File: src/rtl/gpio_tri_port.sv
module gpio_tri_port #(
  parameter int NPIN = 3,
  parameter int AW   = 2,
  parameter int DW   = 8
) (
  input  logic            clk,
  input  logic            rst_n,
  input  logic [AW-1:0]   bus_addr,
  input  logic [DW-1:0]   bus_wdata,
  input  logic            bus_we,
  input  logic            bus_re,
  output logic [DW-1:0]   bus_rdata,
  output logic [NPIN-1:0] pad_oe,
  output logic [NPIN-1:0] pad_out,
  input  logic [NPIN-1:0] pad_in,
  input  logic [NPIN-1:0] ana_sel
);
  localparam logic [AW-1:0] A_PIN = AW'(0);
  localparam logic [AW-1:0] A_LAT = AW'(1);
  localparam logic [AW-1:0] A_DIR = AW'(2);
  localparam int PAD = DW - NPIN;

  logic [NPIN-1:0] dir_q, lat_q, sync1_q, sync2_q, rsel;

  assign pad_oe  = ~dir_q;
  assign pad_out = lat_q;

  always_ff @(posedge clk) begin
    if (!rst_n) begin
      dir_q   <= '1;
      lat_q   <= '0;
      sync1_q <= '0;
      sync2_q <= '0;
    end else begin
      sync1_q <= pad_in;
      sync2_q <= sync1_q;
      if (bus_we && (bus_addr == A_PIN || bus_addr == A_LAT))
        lat_q <= bus_wdata[NPIN-1:0];
      if (bus_we && bus_addr == A_DIR)
        dir_q <= bus_wdata[NPIN-1:0];
    end
  end

  always_comb begin
    case (bus_addr)
      A_PIN:   rsel = sync2_q & ~ana_sel;
      A_LAT:   rsel = lat_q;
      A_DIR:   rsel = dir_q;
      default: rsel = '0;
    endcase
  end

  always_ff @(posedge clk) begin
    if (!rst_n)      bus_rdata <= '0;
    else if (bus_re) bus_rdata <= {{PAD{1'b0}}, rsel};
  end


  dir_drive_chk: assert property (@(posedge clk) disable iff (!rst_n)
    (bus_we && bus_addr == A_DIR) |=> pad_oe == ~$past(bus_wdata[NPIN-1:0]));


  latch_write_chk: assert property (@(posedge clk) disable iff (!rst_n)
    (bus_we && (bus_addr == A_PIN || bus_addr == A_LAT)) |=> pad_out == $past(bus_wdata[NPIN-1:0]));


  analog_mask_chk: assert property (@(posedge clk) disable iff (!rst_n)
    (bus_re && bus_addr == A_PIN) |=> (bus_rdata[NPIN-1:0] & $past(ana_sel)) == '0);


  upper_zero_chk: assert property (@(posedge clk) disable iff (!rst_n)
    bus_re |=> bus_rdata[DW-1:NPIN] == '0);


  bad_addr_write_chk: assert property (@(posedge clk) disable iff (!rst_n)
    (bus_we && bus_addr == AW'(3)) |=> ($stable(pad_out) && $stable(pad_oe)));


  rdata_hold_chk: assert property (@(posedge clk) disable iff (!rst_n)
    !bus_re |=> $stable(bus_rdata));
endmodule

File: config.mk
export PLATFORM = sky130hd
export DESIGN_NAME = gpio_tri_port
export DESIGN_NICKNAME = d
export VERILOG_FILES = /design/src/rtl/gpio_tri_port.sv
export SDC_FILE = /design/constraint.sdc
export NUM_CORES = 1
export LEC_CHECK = 0
export BUFFER_PORTS_ARGS = -buffer_cell sky130_fd_sc_hd__buf_2
export CAP_MARGIN = 10
export CORE_MARGIN = 2
export CORE_UTILIZATION = 42
export CTS_CLUSTER_SIZE = 8
export DETAILED_ROUTE_END_ITERATION = 6
export GPL_ROUTABILITY_DRIVEN = 0
export PLACE_DENSITY_LB_ADDON = 0.05
export SKIP_CTS_REPAIR_TIMING = 1
export SYNTH_ARGS = -nofsm -noshare
export SYNTH_HDL_FRONTEND = slang
export SYNTH_SLANG_ARGS = --single-unit
File: constraint.sdc
create_clock -name clk -period 1.03 [get_ports clk]
set_clock_uncertainty 0.2 [all_clocks]
set_input_delay 0.103 -clock clk [delete_from_list [all_inputs] [get_ports clk]]
set_output_delay 0.103 -clock clk [all_outputs]
set_load 0.1 [all_outputs]
==> run_results.csv, run 1 <==
group,metric,value,unit
cts,clkSlewWorstSetupHoldPaths,0.09,ns
worst_setup_path,cp_cell_sequence,"clkinvlp_4 > buf_12",
outcome,status,"finished with violations",
layout,nets,121,
logic_synthesis,ys_types,18,
worst_setup_path,start_kind,"register",
global_routing,antenna_found_initial,0,
sta,timing.final.crit_share,120,%
worst_setup_path,critPathKind,"reg2out",
floorplanning,rows,14,
layout,mostFrequentLayoutCell,"buf_2",
cts,clk_path_buf_depth,2,
outcome,violations,"hold timing, setup timing",
worst_setup_path,critPathArrivalTime,0.93,ns
global_routing,overflow,0,
worst_setup_path,cp.required,0.73,ns
sta,setup_slack,-0.206,ns
cts,insertion_delay,0.28,ns
worst_setup_path,worst_setup_path_end_kind,"output pin",
logic_synthesis,synth-seq-area-share,46.0,%
pwr,power.internal,0.884,mW
pwr,swShare,34.7,%
sta,hold_viol_final,4,
sta,fmax,0.809,GHz
global_routing,grt_usage,14.4,%
drt,vias,529,
floorplanning,die_h,43.4,um
floorplanning,initial_core_util,43.9,%
drt,drc,0,
floorplanning,fp.dieW,43.4,um
sta,holdWs,-0.0264,ns
pwr,p_comb_share,29.8,%
placed_design,hpwl,995,um
sta,final-setup-viol-count,22,
logic_synthesis,ys_warn_count,0,
pwr,pwr-share-clk,24.5,%
logic_synthesis,ys_ff_latch,15,
floorplanning,coreArea,1490,um2
pwr,finalPower,1.35,mW
cts,htreeDepth,1,
logic_synthesis,syn-instance-count,66,
worst_setup_path,cp_max_fo,3,
placed_design,place_ws,-0.0388,ns
logic_synthesis,syn_avg_cell_area,9.90,um2
drt,initialDrtViolationCount,5,
global_routing,grt_max_degree,11,
pwr,power-per-cell-area,1290,nW/um2
worst_setup_path,critPathSlowestCell,"dfxtp_2",
drt,wl_per_cell,11.4,um
cts,cts_tree,"yes",
global_routing,grt_pass1_vias,476,
drt,viasPerCell,4.56,
layout,final_cells,116,
sta,slew_violations,0,
pwr,p_seq_share,45.7,%
sta,rsz0062_at_grt,"yes",
cts,cts.sinks,15,
pwr,max-vdd-ir-drop,0.851,mV
min_path,hold_class,"in2reg",
drt,detail-route-antenna-nets,0,
pwr,switchingPower,0.469,mW
floorplanning,ios,34,
placed_design,io_buffer_count,23,
placed_design,dp_cells,104,
cts,numCtsBuffers,3,
sta,fin_setup_tns,-1.93,ns
cts,cts-root-buf,"clkbuf_4",
layout,n_antenna_cell,0,
sta,period_minus_slack,1.24,ns
min_path,min_delay_path_depth,3,
layout,layout-drive-gt1-share,47.0,%
layout,final_cell_mix,"buf_2 (14), buf_12 (9), dfxtp_4 (8), dlygate4sd3_1 (8)",
worst_setup_path,r2r_cells,2,
drt,totalWireLength,1320,um
layout,area_growth,60.7,%
worst_setup_path,max_stage_delay,0.37,ns
pwr,p_leak,0.455,nW
run,maxCapViolCount,0,
drt,drtPass1Iterations,4,
floorplanning,die_area,1890,um2
global_routing,grt_first_pass_wirelength,1960,um
logic_synthesis,syn_area,653,um2
==> per-layer routing <==
metal | up-vias | wire (um) | GRT usage, %
li1 | 274 | - | -
met1 | 235 | 560 | 16.1
met2 | 18 | 685 | 25.1
met3 | 2 | 62 | 3.75
met4 | 0 | 13 | 7.27
met5 | - | 0 | 0
==> stage by stage <==
| step | area [um2] | util (%) |
|---|---|---|
| 3_5_place_dp | 937 | 62.9 |
| 3_3_place_gp | 937 | 62.9 |
| 2_1_floorplan | 706 | - |
| 6_report | 1050 | 70.5 |
| 4_1_cts | 965 | 64.8 |
| 5_1_grt | 1050 | 70.5 |
==> power by group through the flow <==
stage	registers (mW)	clock network [mW]	logic, mW
floorplan	0.710	0	0.199
global placement	0.635	0	0.376
detailed placement	0.636	0	0.380
CTS	0.622	0.347	0.381
global route	0.622	0.367	0.420
finish	0.618	0.332	0.403
==> sequential cells by signal (all words and copies together), names as in the netlist <==
| signal | count |
|---|---|
| dir_q | 3 |
| sync2_q | 3 |
| pad_out | 3 |
| bus_rdata | 3 |
| sync1_q | 3 |
==> path summary, 6_finish.rpt <==
| path | startpoint | end | slack (ns) |
|---|---|---|---|
| min reg2reg | sync1_q[1] | sync2_q[1] | 0.24 |
| min | rst_n | bus_rdata[0] | -0.03 |
| max reg2reg | dir_q[2] | bus_rdata[2] | 0.06 |
| max | dir_q[0] | pad_oe[0] | -0.21 |
==> cells by family after synthesis <==
| kind of cell | Yosys count | synth area share, % |
|---|---|---|
| multiplexers | 6 | 9.20 |
| AND/OR/NAND/NOR | 22 | 22.2 |
| flip-flops | 15 | 46.0 |
| other | 1 | 0.574 |
| AO/OA/AOI/OAI | 9 | 10.3 |
| buffers and inverters | 13 | 11.7 |
==> cells in the mapped netlist, drive strengths merged <==
cell type | number | area share [%]
nand3b | 2 | 4.2
o2bb2ai | 3 | 4.0
a22oi | 3 | 3.4
conb | 1 | 0.57
and2 | 6 | 5.7
buf | 7 | 8.2
mux2i | 6 | 9.2
nor2 | 3 | 1.7
nor2b | 4 | 5.0
o22ai | 3 | 2.9
nand2b | 1 | 2.1
nand2 | 6 | 3.4
inv | 6 | 3.4
dfxtp | 15 | 46
==> final cells by class <==
class | count | area [um2]
Fill cell | 113 | 439
Multi-Input combinational cell | 42 | 292
Timing Repair Buffer | 33 | 345
Inverter | 6 | 33.8
Clock buffer | 3 | 22.5
Clock inverter | 1 | 5.00
Tap cell | 16 | 20.0
Sequential cell | 15 | 332
==> worst max-delay path: cells and delay by family, from the launching register on <==
family | cells | cell delay, ns
flops | 1 | 0.37
buf+inv | 2 | 0.28
No activity file was read; power rests on OpenSTA's default activity.
==> inputs of run 2 (changes only) <==
Settings changed: ABC_AREA set to 1, CORE_UTILIZATION 42 to 44, CTS_BUF_LIST set to sky130_fd_sc_hd__clkbuf_8.
==> run 2 against run 1 <==
The flow still finishes with violations (hold timing, setup timing). Fmax rose by 4.1%. Final cell count rose by 18%. Sequential share of layout area fell by 0.95 points. Power rose by 14%. Sequential power rose by 3%. Critical path type unchanged. Largest power group unchanged. Highest routed layer unchanged.
==> run_results.csv, run 2 <==
group,metric,value,unit
sta,rsz0062_at_grt,"yes",
layout,n_antenna_cell,0,
worst_setup_path,max_stage_delay,0.35,ns
worst_setup_path,r2r_cells,5,
logic_synthesis,ys_types,11,
sta,holdWs,-0.0608,ns
layout,mostFrequentLayoutCell,"nand2_1",
global_routing,grt_pass1_vias,550,
worst_setup_path,rr_endpoint,"bus_rdata[0]",
floorplanning,coreArea,1320,um2
worst_setup_path,critPathSlowestCell,"dfxtp_2",
outcome,violations,"hold timing, setup timing",
drt,drc,0,
layout,final_cell_mix,"nand2_1 (19), inv_1 (15), buf_2 (14)",
logic_synthesis,synth_most_common_cell,"nand2_1",
drt,drtPass1Iterations,4,
layout,seqCellArea,327,um2
pwr,power.internal,1.02,mW
cts,cts_tree,"yes",
sta,fmax,0.842,GHz
sta,hold_viol_final,12,
logic_synthesis,syn_area,626,um2
run,maxCapViolCount,0,
logic_synthesis,async_reset_ff_share,0,%
worst_setup_path,r2r_setup_slack,-0.02,ns
floorplanning,die_area,1740,um2
cts,cts.sinks,15,
cts,clk_path_buf_depth,2,
cts,insertion_delay,0.24,ns
pwr,p_seq_share,41.2,%
placed_design,io_buffer_count,23,
layout,layout-drive-gt1-share,42.6,%
drt,viasPerCell,4.52,
min_path,min_delay_path_depth,3,
floorplanning,initial_core_util,47.5,%
worst_setup_path,crit_end,"pad_oe[1]",
sta,slew_violations,0,
logic_synthesis,ys_ff_latch,15,
logic_synthesis,synth_edf_count,0,
global_routing,overflow,0,
worst_setup_path,cp_max_fo,2,
global_routing,grt_first_pass_wirelength,2190,um
pwr,power-per-cell-area,1450,nW/um2
drt,initialDrtViolationCount,9,
worst_setup_path,critical_path.startpoint,"dir_q[1]",
floorplanning,ios,34,
floorplanning,rows,13,
worst_setup_path,cp.required,0.73,ns
layout,fillers,82,
pwr,max-vdd-ir-drop,0.958,mV
floorplanning,die_h,41.7,um
worst_setup_path,worst_setup_path_end_kind,"output pin",
floorplanning,fp.dieW,41.7,um
pwr,finalPower,1.54,mW
logic_synthesis,netlist.area_leader.share,48.0,%
cts,htreeDepth,1,
worst_setup_path,critPathKind,"reg2out",
drt,vias,619,
logic_synthesis,synth-main-ff-cell,"dfxtp_1",
logic_synthesis,synth-seq-area-share,48.0,%
worst_setup_path,reg2reg_from,"dir_q[0]",
layout,area_growth,70.4,%
sta,setup_slack,-0.157,ns
sta,timing.final.crit_share,115,%
logic_synthesis,yosysTopAreaCell,"dfxtp_1",
global_routing,grt_max_degree,14,
placed_design,dp_cells,125,
logic_synthesis,ys_warn_count,0,
cts,clkSlewWorstSetupHoldPaths,0.06,ns
worst_setup_path,cp_cell_sequence,"clkinvlp_4 > buf_12",
worst_setup_path,critPathArrivalTime,0.88,ns
logic_synthesis,syn-instance-count,88,
logic_synthesis,synth.area.top_cells,"dfxtp_1 (48%), nand2_1 (11%), inv_1 (11%)",
cts,numCtsBuffers,3,
layout,final_cells,137,
global_routing,grt_usage,16.7,%
cts,cts-root-buf,"clkbuf_8",
pwr,p_comb_share,29.1,%
drt,wl_per_cell,10.6,um
pwr,switchingPower,0.525,mW
sta,period_minus_slack,1.19,ns
pwr,swShare,34.1,%
layout,multiInputGateArea,264,um2
min_path,hold_class,"in2reg",
pwr,p_leak,0.514,nW
worst_setup_path,start_kind,"register",
placed_design,hpwl,992,um
layout,nets,143,
logic_synthesis,syn_avg_cell_area,7.11,um2
pwr,pwr-share-clk,29.7,%
logic_synthesis,ys_top_cells_by_count,"nand2_1 (19), inv_1 (18), dfxtp_1 (15), nand3_1 (10), nor2_1 (10)",
sta,final-setup-viol-count,12,
outcome,status,"finished with violations",
drt,detail-route-antenna-nets,0,
global_routing,antenna_found_initial,0,
drt,totalWireLength,1450,um
-- run 2: cell count changes after synthesis, sizes merged, moves of 4 or more --
cell,change
mux2i,-6
nor2,+7
nand3,+10
and2,-6
nor2b,-4
nand2,+13
inv,+12
-- run 2: worst max-delay path: cells and delay by family (launching register included) --
family                 cells  cell delay, ns
DFF                        1            0.35
buffers and inverters      2            0.29
-- run 2: metal layers --
metal / GRT usage (%) / up-vias / part of all wire, % / routed length [um]
met3: 4.35 / 4 / 5.4 / 79
met5: 0 / - / 0 / 0
met2: 27.5 / 22 / 54 / 780
met4: 9.68 / 0 / 1.4 / 21
met1: 19.3 / 267 / 39 / 571
li1: - / 326 / - / -
-- run 2: power groups by stage --
stage | sequential [mW] | clock (mW) | combinational [mW]
after floorplan | 0.734 | 0 | 0.203
after global placement | 0.646 | 0 | 0.411
after detailed placement | 0.647 | 0 | 0.415
after CTS | 0.635 | 0.470 | 0.417
after global routing | 0.638 | 0.488 | 0.469
final | 0.636 | 0.457 | 0.449
-- run 2: cells by family after synthesis --
group	after synthesis	share of synthesized area [%]
AOI/OAI and AO/OA	9	8.40
buffers and inverters	24	17.6
DFF	15	48.0
other	1	0.599
and+or+nand+nor	39	25.4
-- run 2: per-stage QoR --
stage	setup TNS [ns]	cell area, um2	utilization [%]	setup WS [ns]	hold slack [ns]
2_1_floorplan	-1.19	686	-	-0.309	0.000631
3_3_place_gp	0	920	69.8	0.0312	0.0842
3_5_place_dp	-0.0158	920	69.8	-0.0158	0.0935
4_1_cts	-0.817	965	73.2	-0.160	-0.160
5_1_grt	-1.28	1070	80.9	-0.177	-0.0533
6_report	-0.850	1070	80.9	-0.157	-0.0608
-- run 2: worst min path at each step --
stage / slack, ns / from / to
after CTS: -0.16 / pad_in[0] / sync1_q[0]
after detailed placement: 0.09 / pad_in[0] / sync1_q[0]
after global placement: 0.08 / pad_in[2] / sync1_q[2]
after floorplan: 0.0006 / pad_in[0] / sync1_q[0]
final: -0.06 / bus_re / bus_rdata[0]
after global routing: -0.05 / bus_re / bus_rdata[0]
-- run 2: area by class of cell --
class	instances	share of cell area, %
repair buffers	32	31.2
flip-flops and latches	15	30.6
multi-input cells	53	24.8
inverters	18	7.39
clock buffers	3	3.87
well taps	15	1.76
clock inverters	1	0.352
==> inputs of run 3 (changes only) <==
Settings changed: CTS_CLUSTER_SIZE 8 to not set, SETUP_SLACK_MARGIN set to 0.05.
==> run 3 against run 2 <==
The run still ends with hold timing, setup timing left. Routed wire length grew 4.4%. Critical path depth stayed put. Critical endpoint unchanged. Power down 0.45%. Die area stayed put. Global-route usage is the same. Largest power group unchanged. Critical path type unchanged.
==> run_results.csv, run 3 (synthesis gave the netlist of run 2 again) <==
group,metric,value,unit
floorplanning,ios,34,
sta,hold_viol_final,14,
sta,fmax,0.842,GHz
layout,mostFrequentLayoutCell,"nand2_1",
worst_setup_path,start_kind,"register",
floorplanning,initial_core_util,47.5,%
drt,detail-route-antenna-nets,0,
global_routing,grt_max_degree,14,
worst_setup_path,critPathArrivalTime,0.88,ns
floorplanning,rows,13,
sta,final-setup-viol-count,10,
worst_setup_path,worst_setup_path_end_kind,"output pin",
cts,clkSlewWorstSetupHoldPaths,0.06,ns
floorplanning,coreArea,1320,um2
worst_setup_path,critPathSlowestCell,"dfxtp_2",
global_routing,overflow,0,
drt,initialDrtViolationCount,9,
cts,clk_path_buf_depth,2,
worst_setup_path,critPathKind,"reg2out",
drt,viasPerCell,4.60,
sta,timing.final.crit_share,115,%
worst_setup_path,cp_max_fo,2,
cts,insertion_delay,0.24,ns
sta,rsz0062_at_grt,"yes",
sta,slew_violations,0,
min_path,hold_class,"in2reg",
layout,nets,140,
global_routing,grt_pass1_vias,550,
pwr,max-vdd-ir-drop,1.02,mV
cts,cts_tree,"yes",
floorplanning,die_h,41.7,um
layout,final_cell_mix,"nand2_1 (19), inv_1 (15), buf_2 (14)",
outcome,violations,"hold timing, setup timing",
cts,htreeDepth,1,
worst_setup_path,cp.required,0.73,ns
sta,setup_slack,-0.157,ns
drt,drtPass1Iterations,4,
placed_design,hpwl,992,um
drt,drc,0,
global_routing,antenna_found_initial,0,
floorplanning,fp.dieW,41.7,um
layout,area_growth,65.6,%
outcome,status,"finished with violations",
drt,wl_per_cell,11.3,um
worst_setup_path,cp_cell_sequence,"clkinvlp_4 > buf_12",
placed_design,dp_cells,125,
cts,cts-root-buf,"clkbuf_8",
cts,numCtsBuffers,3,
sta,period_minus_slack,1.19,ns
drt,vias,617,
global_routing,grt_first_pass_wirelength,2190,um
placed_design,io_buffer_count,23,
drt,totalWireLength,1520,um
run,maxCapViolCount,0,
pwr,p_leak,0.502,nW
global_routing,grt_usage,16.7,%
pwr,power-per-cell-area,1480,nW/um2
worst_setup_path,max_stage_delay,0.35,ns
layout,final_cells,134,
layout,layout-drive-gt1-share,43.7,%
cts,cts.sinks,15,
layout,n_antenna_cell,0,
sta,holdWs,-0.0998,ns
floorplanning,die_area,1740,um2
run 3: power breakdown:
group	total (mW)	switching [mW]	internal, mW
Combinational	0.442	0.305	0.137
Sequential	0.636	0.0265	0.609
Clock	0.458	0.194	0.264
Total	1.53	0.525	1.01
run 3: area by class of cell:
cell class / count / area [um2]
clock buffer: 3 / 41.3
multi-input combinational: 53 / 264
fill: 91 / 282
inverter: 18 / 78.8
sequential: 15 / 327
clock inverter: 1 / 3.75
tap: 15 / 18.8
timing repair buffer: 29 / 303
run 3: routing by layer:
layer / global-route usage (%) / part of all wire, % / up-vias
li1: - / - / 320
met1: 19.3 / 36 / 274
met2: 27.5 / 57 / 19
met3: 4.35 / 5.1 / 4
met4: 9.68 / 1.3 / 0
met5: 0 / 0 / -
run 3: critical path: cells and delay by family (launching register included):
| family | cells | cell delay, ns |
|---|---|---|
| buf+inv | 2 | 0.29 |
| flops | 1 | 0.35 |
run 3: path summary, 6_finish.rpt:
check	from	end	slack [ns]	depth (start not counted)
setup / recovery	dir_q[1]	pad_oe[1]	-0.16	2
hold / removal	bus_wdata[0]	dir_q[0]	-0.1	3
setup reg to reg	dir_q[0]	bus_rdata[0]	-0.02	5
hold reg to reg	sync1_q[2]	sync2_q[2]	0.21	2
run 3: through the flow:
| stage | TNS [ns] | setup WS (ns) | power [mW] | instance area [um2] | util [%] |
|---|---|---|---|---|---|
| floorplan | -1.19 | -0.309 | 0.937 | 686 | - |
| global placement | 0 | 0.0312 | 1.06 | 920 | 69.8 |
| detailed placement | -0.0158 | -0.0158 | 1.06 | 920 | 69.8 |
| CTS | -0.817 | -0.160 | 1.52 | 965 | 73.2 |
| global route | -1.09 | -0.183 | 1.59 | 1040 | 78.6 |
| finish | -0.768 | -0.157 | 1.53 | 1040 | 78.6 |
